$ cat src/rtl/slumber_pkg.sv
// Package: shared phase encoding for the sleep controller.
// Assumes: nothing beyond a single clock domain for its users.
package slumber_pkg;

    typedef enum logic [1:0] {
        ST_AWAKE = 2'd0,
        ST_ENTER = 2'd1,
        ST_SLEEP = 2'd2,
        ST_RECOV = 2'd3
    } slp_phase_t;

endpackage

$ cat src/rtl/slumber_sync.sv
// Module: multi-flop synchroniser for one asynchronous level.
// Assumes: input is a slow level (held for more than one clock);
// output resets low.
module slumber_sync #(
    parameter int STAGES = 2
) (
    input  logic clk,
    input  logic rst_n,
    input  logic din_a,
    output logic dout
);

    logic [STAGES-1:0] chain;

    genvar g;
    generate
        for (g = 0; g < STAGES; g++) begin : g_stage
            if (g == 0) begin : g_first
                // capture the raw asynchronous level
                always_ff @(posedge clk) begin
                    if (!rst_n) chain[0] <= 1'b0;
                    else        chain[0] <= din_a;
                end
            end else begin : g_next
                // shift towards the synchronised output
                always_ff @(posedge clk) begin
                    if (!rst_n) chain[g] <= 1'b0;
                    else        chain[g] <= chain[g-1];
                end
            end
        end
    endgenerate

    assign dout = chain[STAGES-1];

endmodule

$ cat src/rtl/slumber_fsm.sv
// Module: phase sequencer for awake -> entry -> sleep -> recovery.
// Assumes: req_s is already synchronised; both windows are WIN_CYC
// cycles long; a request withdrawn during entry goes to recovery.
module slumber_fsm
    import slumber_pkg::*;
#(
    parameter int WIN_CYC = 2
) (
    input  logic       clk,
    input  logic       rst_n,
    input  logic       req_s,
    output slp_phase_t phase
);

    localparam int CW = (WIN_CYC > 1) ? $clog2(WIN_CYC) : 1;
    localparam logic [CW-1:0] LAST = CW'(WIN_CYC - 1);

    logic [CW-1:0] cnt;

    // advance the phase and the window counter
    always_ff @(posedge clk) begin
        if (!rst_n) begin
            phase <= ST_AWAKE;
            cnt   <= '0;
        end else begin
            case (phase)
                ST_AWAKE: begin
                    if (req_s) begin
                        phase <= ST_ENTER;
                        cnt   <= '0;
                    end
                end
                ST_ENTER: begin
                    if (!req_s) begin
                        phase <= ST_RECOV;
                        cnt   <= '0;
                    end else if (cnt == LAST) begin
                        phase <= ST_SLEEP;
                    end else begin
                        cnt <= cnt + 1'b1;
                    end
                end
                ST_SLEEP: begin
                    if (!req_s) begin
                        phase <= ST_RECOV;
                        cnt   <= '0;
                    end
                end
                default: begin
                    if (cnt == LAST) phase <= ST_AWAKE;
                    else             cnt   <= cnt + 1'b1;
                end
            endcase
        end
    end

endmodule

$ cat src/rtl/slumber_viol.sv
// Module: host protocol watcher for the sleep sequence.
// Assumes: sel_en/adr_stb are active high; flags are one-cycle pulses.
module slumber_viol
    import slumber_pkg::*;
#(
    parameter int NSEL = 3,
    parameter int NSTB = 2
) (
    input  logic            clk,
    input  logic            rst_n,
    input  slp_phase_t      phase,
    input  logic            req_s,
    input  logic [NSEL-1:0] sel_en,
    input  logic [NSTB-1:0] adr_stb,
    output logic            viol_recov,
    output logic            viol_sel
);

    logic host_busy;
    assign host_busy = (|sel_en) || (|adr_stb);

    // register both protocol flags
    always_ff @(posedge clk) begin
        if (!rst_n) begin
            viol_recov <= 1'b0;
            viol_sel   <= 1'b0;
        end else begin
            viol_recov <= (phase == ST_RECOV) && host_busy;
            viol_sel   <= (phase == ST_AWAKE) && req_s && (|sel_en);
        end
    end

endmodule

$ cat src/rtl/slumber_ctrl.sv
// Module: top of the memory sleep controller.
// Assumes: sleep_req_a is asynchronous; all other inputs are sync to clk.
module slumber_ctrl
    import slumber_pkg::*;
#(
    parameter int NSEL        = 3,
    parameter int NSTB        = 2,
    parameter int SYNC_STAGES = 2,
    parameter int WIN_CYC     = 2
) (
    input  logic            clk,
    input  logic            rst_n,
    input  logic            sleep_req_a,
    input  logic [NSEL-1:0] sel_en,
    input  logic [NSTB-1:0] adr_stb,
    output logic            access_en,
    output logic            asleep,
    output logic            recov_busy,
    output logic            viol_recov,
    output logic            viol_sel
);

    logic       req_s;
    slp_phase_t phase;

    slumber_sync #(.STAGES(SYNC_STAGES)) u_sync (
        .clk   (clk),
        .rst_n (rst_n),
        .din_a (sleep_req_a),
        .dout  (req_s)
    );

    slumber_fsm #(.WIN_CYC(WIN_CYC)) u_fsm (
        .clk   (clk),
        .rst_n (rst_n),
        .req_s (req_s),
        .phase (phase)
    );

    slumber_viol #(.NSEL(NSEL), .NSTB(NSTB)) u_viol (
        .clk        (clk),
        .rst_n      (rst_n),
        .phase      (phase),
        .req_s      (req_s),
        .sel_en     (sel_en),
        .adr_stb    (adr_stb),
        .viol_recov (viol_recov),
        .viol_sel   (viol_sel)
    );

    // decode the phase into status and gating outputs
    always_comb begin
        access_en  = (phase == ST_AWAKE);
        asleep     = (phase == ST_SLEEP);
        recov_busy = (phase == ST_RECOV);
    end

endmodule

$ cat config.mk
export PLATFORM = sky130hd
export DESIGN_NAME = slumber_ctrl
export DESIGN_NICKNAME = d
export VERILOG_FILES = /design/src/rtl/slumber_pkg.sv /design/src/rtl/slumber_sync.sv /design/src/rtl/slumber_fsm.sv /design/src/rtl/slumber_viol.sv /design/src/rtl/slumber_ctrl.sv
export SDC_FILE = /design/constraint.sdc
export NUM_CORES = 1
export LEC_CHECK = 0
export BUFFER_PORTS_ARGS = -buffer_cell sky130_fd_sc_hd__buf_4
export CAP_MARGIN = 20
export CORE_ASPECT_RATIO = 0.9
export CORE_MARGIN = 4
export CORE_UTILIZATION = 23
export DETAILED_ROUTE_END_ITERATION = 10
export HOLD_SLACK_MARGIN = 0.05
export PLACE_DENSITY = 0.41
export RECOVER_POWER = 50
export SLEW_MARGIN = 10
export SYNTH_ARGS = -nofsm -noshare
export SYNTH_HDL_FRONTEND = slang
export SYNTH_SLANG_ARGS = --single-unit
$ cat constraint.sdc
create_clock -name clk -period 1.4 [get_ports clk]
set_input_delay 0 -clock clk [delete_from_list [all_inputs] [get_ports clk]]
set_output_delay 0 -clock clk [all_outputs]
set_load 0.1 [all_outputs]
# == After elaboration in Yosys (flattened, before gate mapping) ==
# Index checks and enable logic that the tools add are counted.
# totals
reg_bits,7
in_bits,8
out_inout_bits,5
word_cells,34
# op_classes
add_sub_neg,1
eq_ne,6
muxes,11
n_reduce_logical,10
# op_table
operator,n
$mux W2,5
$pmux W2 S3,1
$eq A2 B2 Y1 const B,2
$mux W1,4
$reduce_and A4 Y1,1
$reduce_bool A4 Y1,1
$logic_and A1 B1 Y1,3
$ne A3 B2 Y1 const B,1
$pmux W1 S3,1
$reduce_or A3 Y1,1
$eq A2 B1 Y1 const B,1
$logic_not A2 Y1,1
$ne A2 B1 Y1 const B,1
$ne A2 B2 Y1 const B,1
$reduce_and A2 Y1,1
$reduce_or A2 Y1,1
$add A1 B1 Y1 const B,1
$logic_or A1 B1 Y1,1

# == Logic depth before layout (Yosys ltp) ==
# Gate-level depths: netlist of run 1.
# logic_depth
ltp_word,4
mapped_depth,5
mapped_depth_nobuf,5

# == Hierarchy ==
# A second synthesis of run 1 with hierarchy kept.
# unflattened
cells_unflattened,45
hier_area_um2,421.7
# by_module_without_submodules
module,instances,cells_per_inst,area_each_um2,seq_area_each_um2
slumber_fsm,1,30,269.0,60.1
slumber_viol,1,8,80.1,40.0
slumber_sync,1,4,52.6,40.0
slumber_ctrl,1,3,20.0,0.0

# == Worst setup path after synthesis of run 1 ==
# OpenSTA, ideal clock, no wires.
# synth_path
path_type,reg-to-reg
startpoint,register u_fsm.phase[0]
endpoint,register u_fsm.phase[0]
setup_ns,0.073
t_arrival_ns,1.986
t_required_ns,1.327
slack_ns,-0.660
stages_incl_launch_ff,6
n_path_buf,0
period_less_slack_ns,2.060
path_cell_list,dfxtp_1 -> inv_1 -> ha_1 -> or4_4 -> o311ai_2 -> mux2i_1
# synth_via
elab_chain_len,3
elab_cells_between_ends,9
classes_between,eq/ne: 5; mux: 1; reduce/logical: 3
# synth_rtl
element,line_no,text
"start, declared",slumber_fsm.sv:12,output slp_phase_t phase
"start signal, assigned",slumber_fsm.sv:23,phase <= ST_AWAKE;
"start signal, assigned",slumber_fsm.sv:29,phase <= ST_ENTER;
"start signal, assigned",slumber_fsm.sv:35,phase <= ST_RECOV;
$eq A2 B2 Y1 (*),-,
via asleep,slumber_ctrl.sv:17,"output logic asleep,"
$reduce_bool A4 Y1 (no source line) or $ne A2 B2 Y1 (tied branches),-,
$reduce_and A4 Y1 (no source line),-,
# The timed path passes the listed nets; every way through them passes the cells marked *.
# A chain may end at the register's enable or synchronous reset.

# == Worst setup path in the final report of run 1 ==
# layout_path
startpoint,register u_fsm.phase[1]
endpoint,register u_fsm.phase[1]
# layout_via
elab_chain_len,3
elab_cells_between_ends,9
classes_between,eq/ne: 5; mux: 1; reduce/logical: 3
# layout_rtl
element,line_no,text
"$eq A2 B1 Y1, or another cell as far along",slumber_fsm.sv:26,case (phase)
"$ne A3 B2 Y1 (no source line), or another cell as far along",-,
$reduce_and A4 Y1 (no source line),-,
# Parallel ways exist; a longest one is shown, timed or not.

==> flow_metrics.tcl, run 1 <==
set metrics [dict create \
    ys.flop_type "dfxtp_1" \
    min_period_over_period_pct 103 \
    synthDistinctLibCells 19 \
    num_vias 366 \
    max_freq_mhz 691 \
    path_max_fanout 4 \
    drive_gt1_share_pct 56.5 \
    p_total_mw 0.475 \
    syn-cell-area_um2 398 \
    rsz0062_at_grt "yes" \
    viasPerCell 4.02 \
    violations "negative setup slack" \
    htreeDepth 1 \
    grt_start_max_net_pins 10 \
    hold_viol 0 \
    criticalPathCategory "flip-flop to flip-flop" \
    ant_nets 0 \
    ys_top_cells_by_count "dfxtp_1, ha_1, inv_1, nand2_1, mux2i_1" \
    skew_ps 2.65 \
    dieArea_um2 2460 \
    drc 0 \
    synth_compound_area_share_pct 14.5 \
    yosysTopAreaCell "dfxtp_1" \
    synthMuxAreaShare_pct 7.55 \
    area_growth_syn_to_layout_pct 82.4 \
    synth-seq-cells 7 \
    diodes 0 \
    relSlewSlack_pct 63.7 \
    netlist_instances 39 \
    worst_slack_ps -47.5 \
    tns_ps -94.6 \
    gp_congestion 0.740 \
    grt_pass1_vias 405 \
    pin_count 13 \
    outcome "complete, but fails checks" \
    cts_tree "done" \
    worst_pin_slew_ps 547 \
    peakVddDrop_mv 0.390 \
    setup_viol 2 \
    p_per_area_nw_per_um2 654 \
    crit_path_start_kind "flip-flop" \
    drtPass1Iterations 2 \
    seq_area_frac_synth_pct 35.2 \
    clk_pin_slew_worst_paths_ps 50 \
    maxCapViolCount 0 \
    overflow 0 \
    reg2reg_slack_ps -50 \
    antenna_found_initial 0 \
    synth-edff-count 0 \
    fin_crit_ps 1450 \
    syn_area_per_cell_um2 10.2 \
    synth_most_common_cell "dfxtp_1" \
    drtIter0Drc 1 \
    die_w_um 51.8 \
    initial_utilization_pct 25.7 \
    nNetsFinal 84 \
    p_leak_nw 0.323 \
    synthArstFlopShare_pct 0 \
    synth_fa_ha_area_share_pct 18.9 \
    arrival_ps 1630 \
    clock_sinks 7 \
    clock_latency_ps 250 \
    synth_xor_area_share_pct 0 \
    syn_nets 53 \
    routed_wl_um 967 \
    synth_top_area_share_pct 35.2 \
    die_h_um 47.5 \
    core.rowCount 13 \
    synth-simple-area-share_pct 19.2 \
    report.final.slew_viol_count 0 \
    worstPathRequired_ps 1580 \
    yosys_warnings 0 \
    wl_per_cell_um 10.6 \
    end_kind "flip-flop" \
    clk_path_buf_depth 2 \
    grt.total_usage_pct 10.3 \
    clock-root-buffer "clkbuf_4" \
    netlist_top_cells_area "dfxtp_1, ha_1, mux2i_1" \
    detailed_place_hpwl_um 721 \
    grt_pass1_wl_um 1750 \
    tritoncts.num_buffers 3 \
    hp-class "input port to flip-flop" \
    port_buffers 12 \
    synth_top_family_by_area "simple AND/OR/NAND/NOR gates" \
    core_area_um2 1550 \
]
## registers in the layout, summed over array words and instances, names as in the netlist
| signal | cells |
|---|---|
| u_fsm.phase | 2 |
| u_fsm.cnt | 1 |
| u_sync.chain | 1 |
| u_sync.dout | 1 |
| u_viol.viol_recov | 1 |
| u_viol.viol_sel | 1 |
## metal layers
metal	GRT usage, %	vias to the layer above	routed length (µm)
met5	0	-	0
met4	3.14	0	0
met3	6.54	0	63
met2	16.8	6	490
met1	11.1	167	414
li1	-	193	-
## cells in the final DEF, fill, tap and decap left out, drive strengths merged
cell,synthesis,final
buf,0,19
dfxtp,7,7
clkbuf,1,7
ha,6,6
dlygate4sd3,0,5
nand2,4,4
inv,4,4
mux2i,3,3
and2,2,2
o311ai,2,2
or3,1,1
o311a,1,1
and4,1,1
or2,1,1
a21oi,1,1
nor2b,1,1
o21a,1,1
and2b,1,1
o21ba,1,1
or4,1,1
## report_power, final
part           internal, mW  leakage (nW)  switching [mW]
registers             0.203        0.0583         0.00502
clock network         0.109        0.0150          0.0754
logic                0.0470         0.250          0.0349
## repair_timing
action / 4_1_cts / 5_1_grt
endpoints found under the setup margin: 3 / 3
buffers inserted: 2 / 0
gates cloned: 0 / 0
hold endpoints to repair: 6 / 0
hold buffers: 5 / 0
pin swaps: 2 / 1
resized for setup: 4 / 2
## per-stage QoR
step / std cells / cell area, µm² / hold slack, ps / setup WS, ps / util [%]
after global routing: 91 / 726 / 112 / -123 / 47.0
after global placement: 80 / 617 / 212 / -89.8 / 39.9
after detailed placement: 80 / 617 / 231 / -92.3 / 39.9
after floorplan: 39 / 443 / 127 / -104 / -
after CTS: 91 / 731 / 89.0 / -61.0 / 47.3
final: 91 / 726 / 91.8 / -47.5 / 47.0
## worst max-delay path: stages (launching register included)
cell	delay, ps
dfxtp_2	330
buf_4	140
ha_4	160
or4_4	420
o311ai_4	110
mux2i_1	210
## area by class of cell
| cell class | instances | area [µm²] |
|---|---|---|
| clock buffer | 4 | 26.3 |
| fill | 145 | 820 |
| inverter | 4 | 17.5 |
| multi-input combinational | 27 | 299 |
| sequential | 7 | 145 |
| tap | 22 | 27.5 |
| timing repair buffer | 27 | 210 |
## cell families (layout without fill, tap and decap cells)
family / count (synthesis) / in the layout
adders and majority gates: 6 / 6
buffers and inverters: 5 / 35
DFF: 7 / 7
muxes: 3 / 3
AOI/OAI and AO/OA: 6 / 6
and+or+nand+nor: 12 / 12
## final timing paths
kind                   startpoint                end  depth (start not counted)
setup / recovery   u_fsm.phase[1]     u_fsm.phase[1]                          5
hold / removal          sel_en[2]  u_viol.viol_recov                          3
setup reg to reg   u_fsm.phase[1]     u_fsm.phase[1]                          5
hold reg to reg   u_sync.chain[0]        u_sync.dout                          1
(Power assumes the default switching activity.)
==> run 2, diff against run 1 <==
--- a/config.mk
+++ b/config.mk
@@ -5,6 +5,7 @@
 export SDC_FILE = /design/constraint.sdc
 export NUM_CORES = 1
 export LEC_CHECK = 0
+export ABC_CLOCK_PERIOD_IN_PS = 1400
 export BUFFER_PORTS_ARGS = -buffer_cell sky130_fd_sc_hd__buf_4
 export CAP_MARGIN = 20
 export CORE_ASPECT_RATIO = 0.9
==> constraint.sdc (replaced) <==
create_clock -name clk -period 1.4 [get_ports clk]
set_input_delay 0.14 -clock clk [delete_from_list [all_inputs] [get_ports clk]]
set_output_delay 0.14 -clock clk [all_outputs]
set_load 0.1 [all_outputs]
==> run 2 against run 1 <==
The run still ends with negative setup slack left; clock-buffer cell count is the same; worst setup slack lost 2.0 ps; sequential cell count is the same; sequential share of layout area grew 0.57 points; clock power is essentially flat; critical path depth is the same; die area is the same; critical endpoint is now u_fsm.phase[0]; largest cell class unchanged.
==> flow_metrics.tcl, run 2 (synthesis results as in run 1) <==
set metrics [dict create \
    path_max_fanout 4 \
    nFillCells 144 \
    core_area_um2 1550 \
    die_w_um 51.8 \
    cts_hold_buf 0 \
    overflow 0 \
    relSlewSlack_pct 63.7 \
    htreeDepth 1 \
    wl_per_cell_um 11.0 \
    crit_path_start_kind "flip-flop" \
    grt_pass1_wl_um 1640 \
    arrival_ps 1630 \
    final_cell_mix "buf_4, dfxtp_1, nand2_1, buf_6" \
    grt.total_usage_pct 9.73 \
    rsz0062_at_grt "yes" \
    clk_pin_slew_worst_paths_ps 50 \
    slowest_stage "or4_4" \
    dieArea_um2 2460 \
    worst_slack_ps -49.6 \
    p_per_area_nw_per_um2 665 \
    grt_pass1_vias 381 \
    skew_ps 2.67 \
    diodes 0 \
    min_period_over_period_pct 104 \
    viasPerCell 4.05 \
    initial_utilization_pct 25.7 \
    core.rowCount 13 \
    area_growth_syn_to_layout_pct 77.4 \
    port_buffers 12 \
    clock_latency_ps 250 \
    setup_viol 2 \
    drive_gt1_share_pct 62.5 \
    worstPathRequired_ps 1580 \
    fin_crit_ps 1450 \
    pin_count 13 \
    critPathMaxStageDelay_ps 430 \
    detailed_place_hpwl_um 721 \
    max_freq_mhz 690 \
    place_ws_ps -92.3 \
    maxCapViolCount 0 \
    tritoncts.num_buffers 3 \
    clock_sinks 7 \
    p_leak_nw 0.314 \
    whs_ps 119 \
    violations "negative setup slack" \
    nNetsFinal 79 \
    grt_start_max_net_pins 10 \
    clock-root-buffer "clkbuf_4" \
    drtPass1Iterations 3 \
    routed_wl_um 944 \
    end_kind "flip-flop" \
    drtIter0Drc 2 \
    antenna_found_initial 0 \
    outcome "complete, but fails checks" \
    die_h_um 47.5 \
    mostFrequentLayoutCell "buf_4" \
    clk_path_buf_depth 2 \
    report.final.slew_viol_count 0 \
    reg2reg_slack_ps -50 \
    largest_reg_flops 2 \
    stdcell_area_um2 706 \
    worst_pin_slew_ps 547 \
    hold_viol 0 \
    hp-class "input port to flip-flop" \
    p_total_mw 0.469 \
    peakVddDrop_mv 0.368 \
    cts_tree "done" \
    placed_area_um2 617 \
    num_vias 348 \
    ant_nets 0 \
    criticalPathCategory "flip-flop to flip-flop" \
    gp_congestion 0.740 \
    crit_chain "buf_4 > ha_4 > or4_4 > o311ai_4 > mux2i_1" \
    drc 0 \
    max_flop_register "u_fsm.phase" \
]
## run 2: cell types whose count changed in the layout (fill, tap and decap cells not counted)
cell,delta
and2_0,+1
and2_1,-1
buf_4,-2
buf_12,+1
clkbuf_2,-1
clkbuf_1,-1
buf_6,+3
dlygate4sd3_1,-5
## run 2: final timing paths
path | from | to | depth (start not counted)
setup reg to reg | u_fsm.phase[1] | u_fsm.phase[0] | 5
hold reg to reg | u_sync.chain[0] | u_sync.dout | 1
hold / removal | sleep_req_a | u_sync.chain[0] | 2
setup / recovery | u_fsm.phase[1] | u_fsm.phase[0] | 5
## run 2: cell type report
type	count	area [µm²]	area share, %
inverter	4	17.5	2.48
sequential	7	145	20.6
timing repair buffer	22	190	27.0
multi-input combinational	27	299	42.4
clock buffer	4	26.3	3.72
tap	22	27.5	3.90
## run 2: power breakdown
group	internal [mW]	total [mW]	switching, mW
clock	0.109	0.185	0.0760
sequential	0.203	0.208	0.00505
combinational	0.0422	0.0758	0.0337
total	0.354	0.469	0.115
## run 2: per-layer routing
layer / vias to the layer above / share of wire, % / global-route usage, %
li1: 183 / - / -
met1: 159 / 43 / 10.7
met2: 6 / 51 / 15.3
met3: 0 / 5.7 / 6.54
met4: 0 / 0 / 3.14
met5: - / 0 / 0
## run 2: critical path, delay by kind of cell (launching register included)
kind | cells | cell delay (ps)
flip-flops | 1 | 330
buffers and inverters | 1 | 140
AO/OA/AOI/OAI | 1 | 110
adder cells (fa/ha/maj) | 1 | 160
multiplexers | 1 | 210
AND/OR/NAND/NOR | 1 | 430
## run 2: repair_timing
item | CTS | global route
endpoints found under the setup margin | 4 | 5
pin swaps | 2 | 1
buffers inserted | 2 | 0
resized for setup | 7 | 5
## run 2: stage by stage
step	setup TNS, ps	instances	utilization [%]
after floorplan	-208	39	-
after global placement	-164	80	39.9
after detailed placement	-179	80	39.9
after CTS	-120	86	44.8
after global routing	-289	86	45.7
final	-98.0	86	45.7
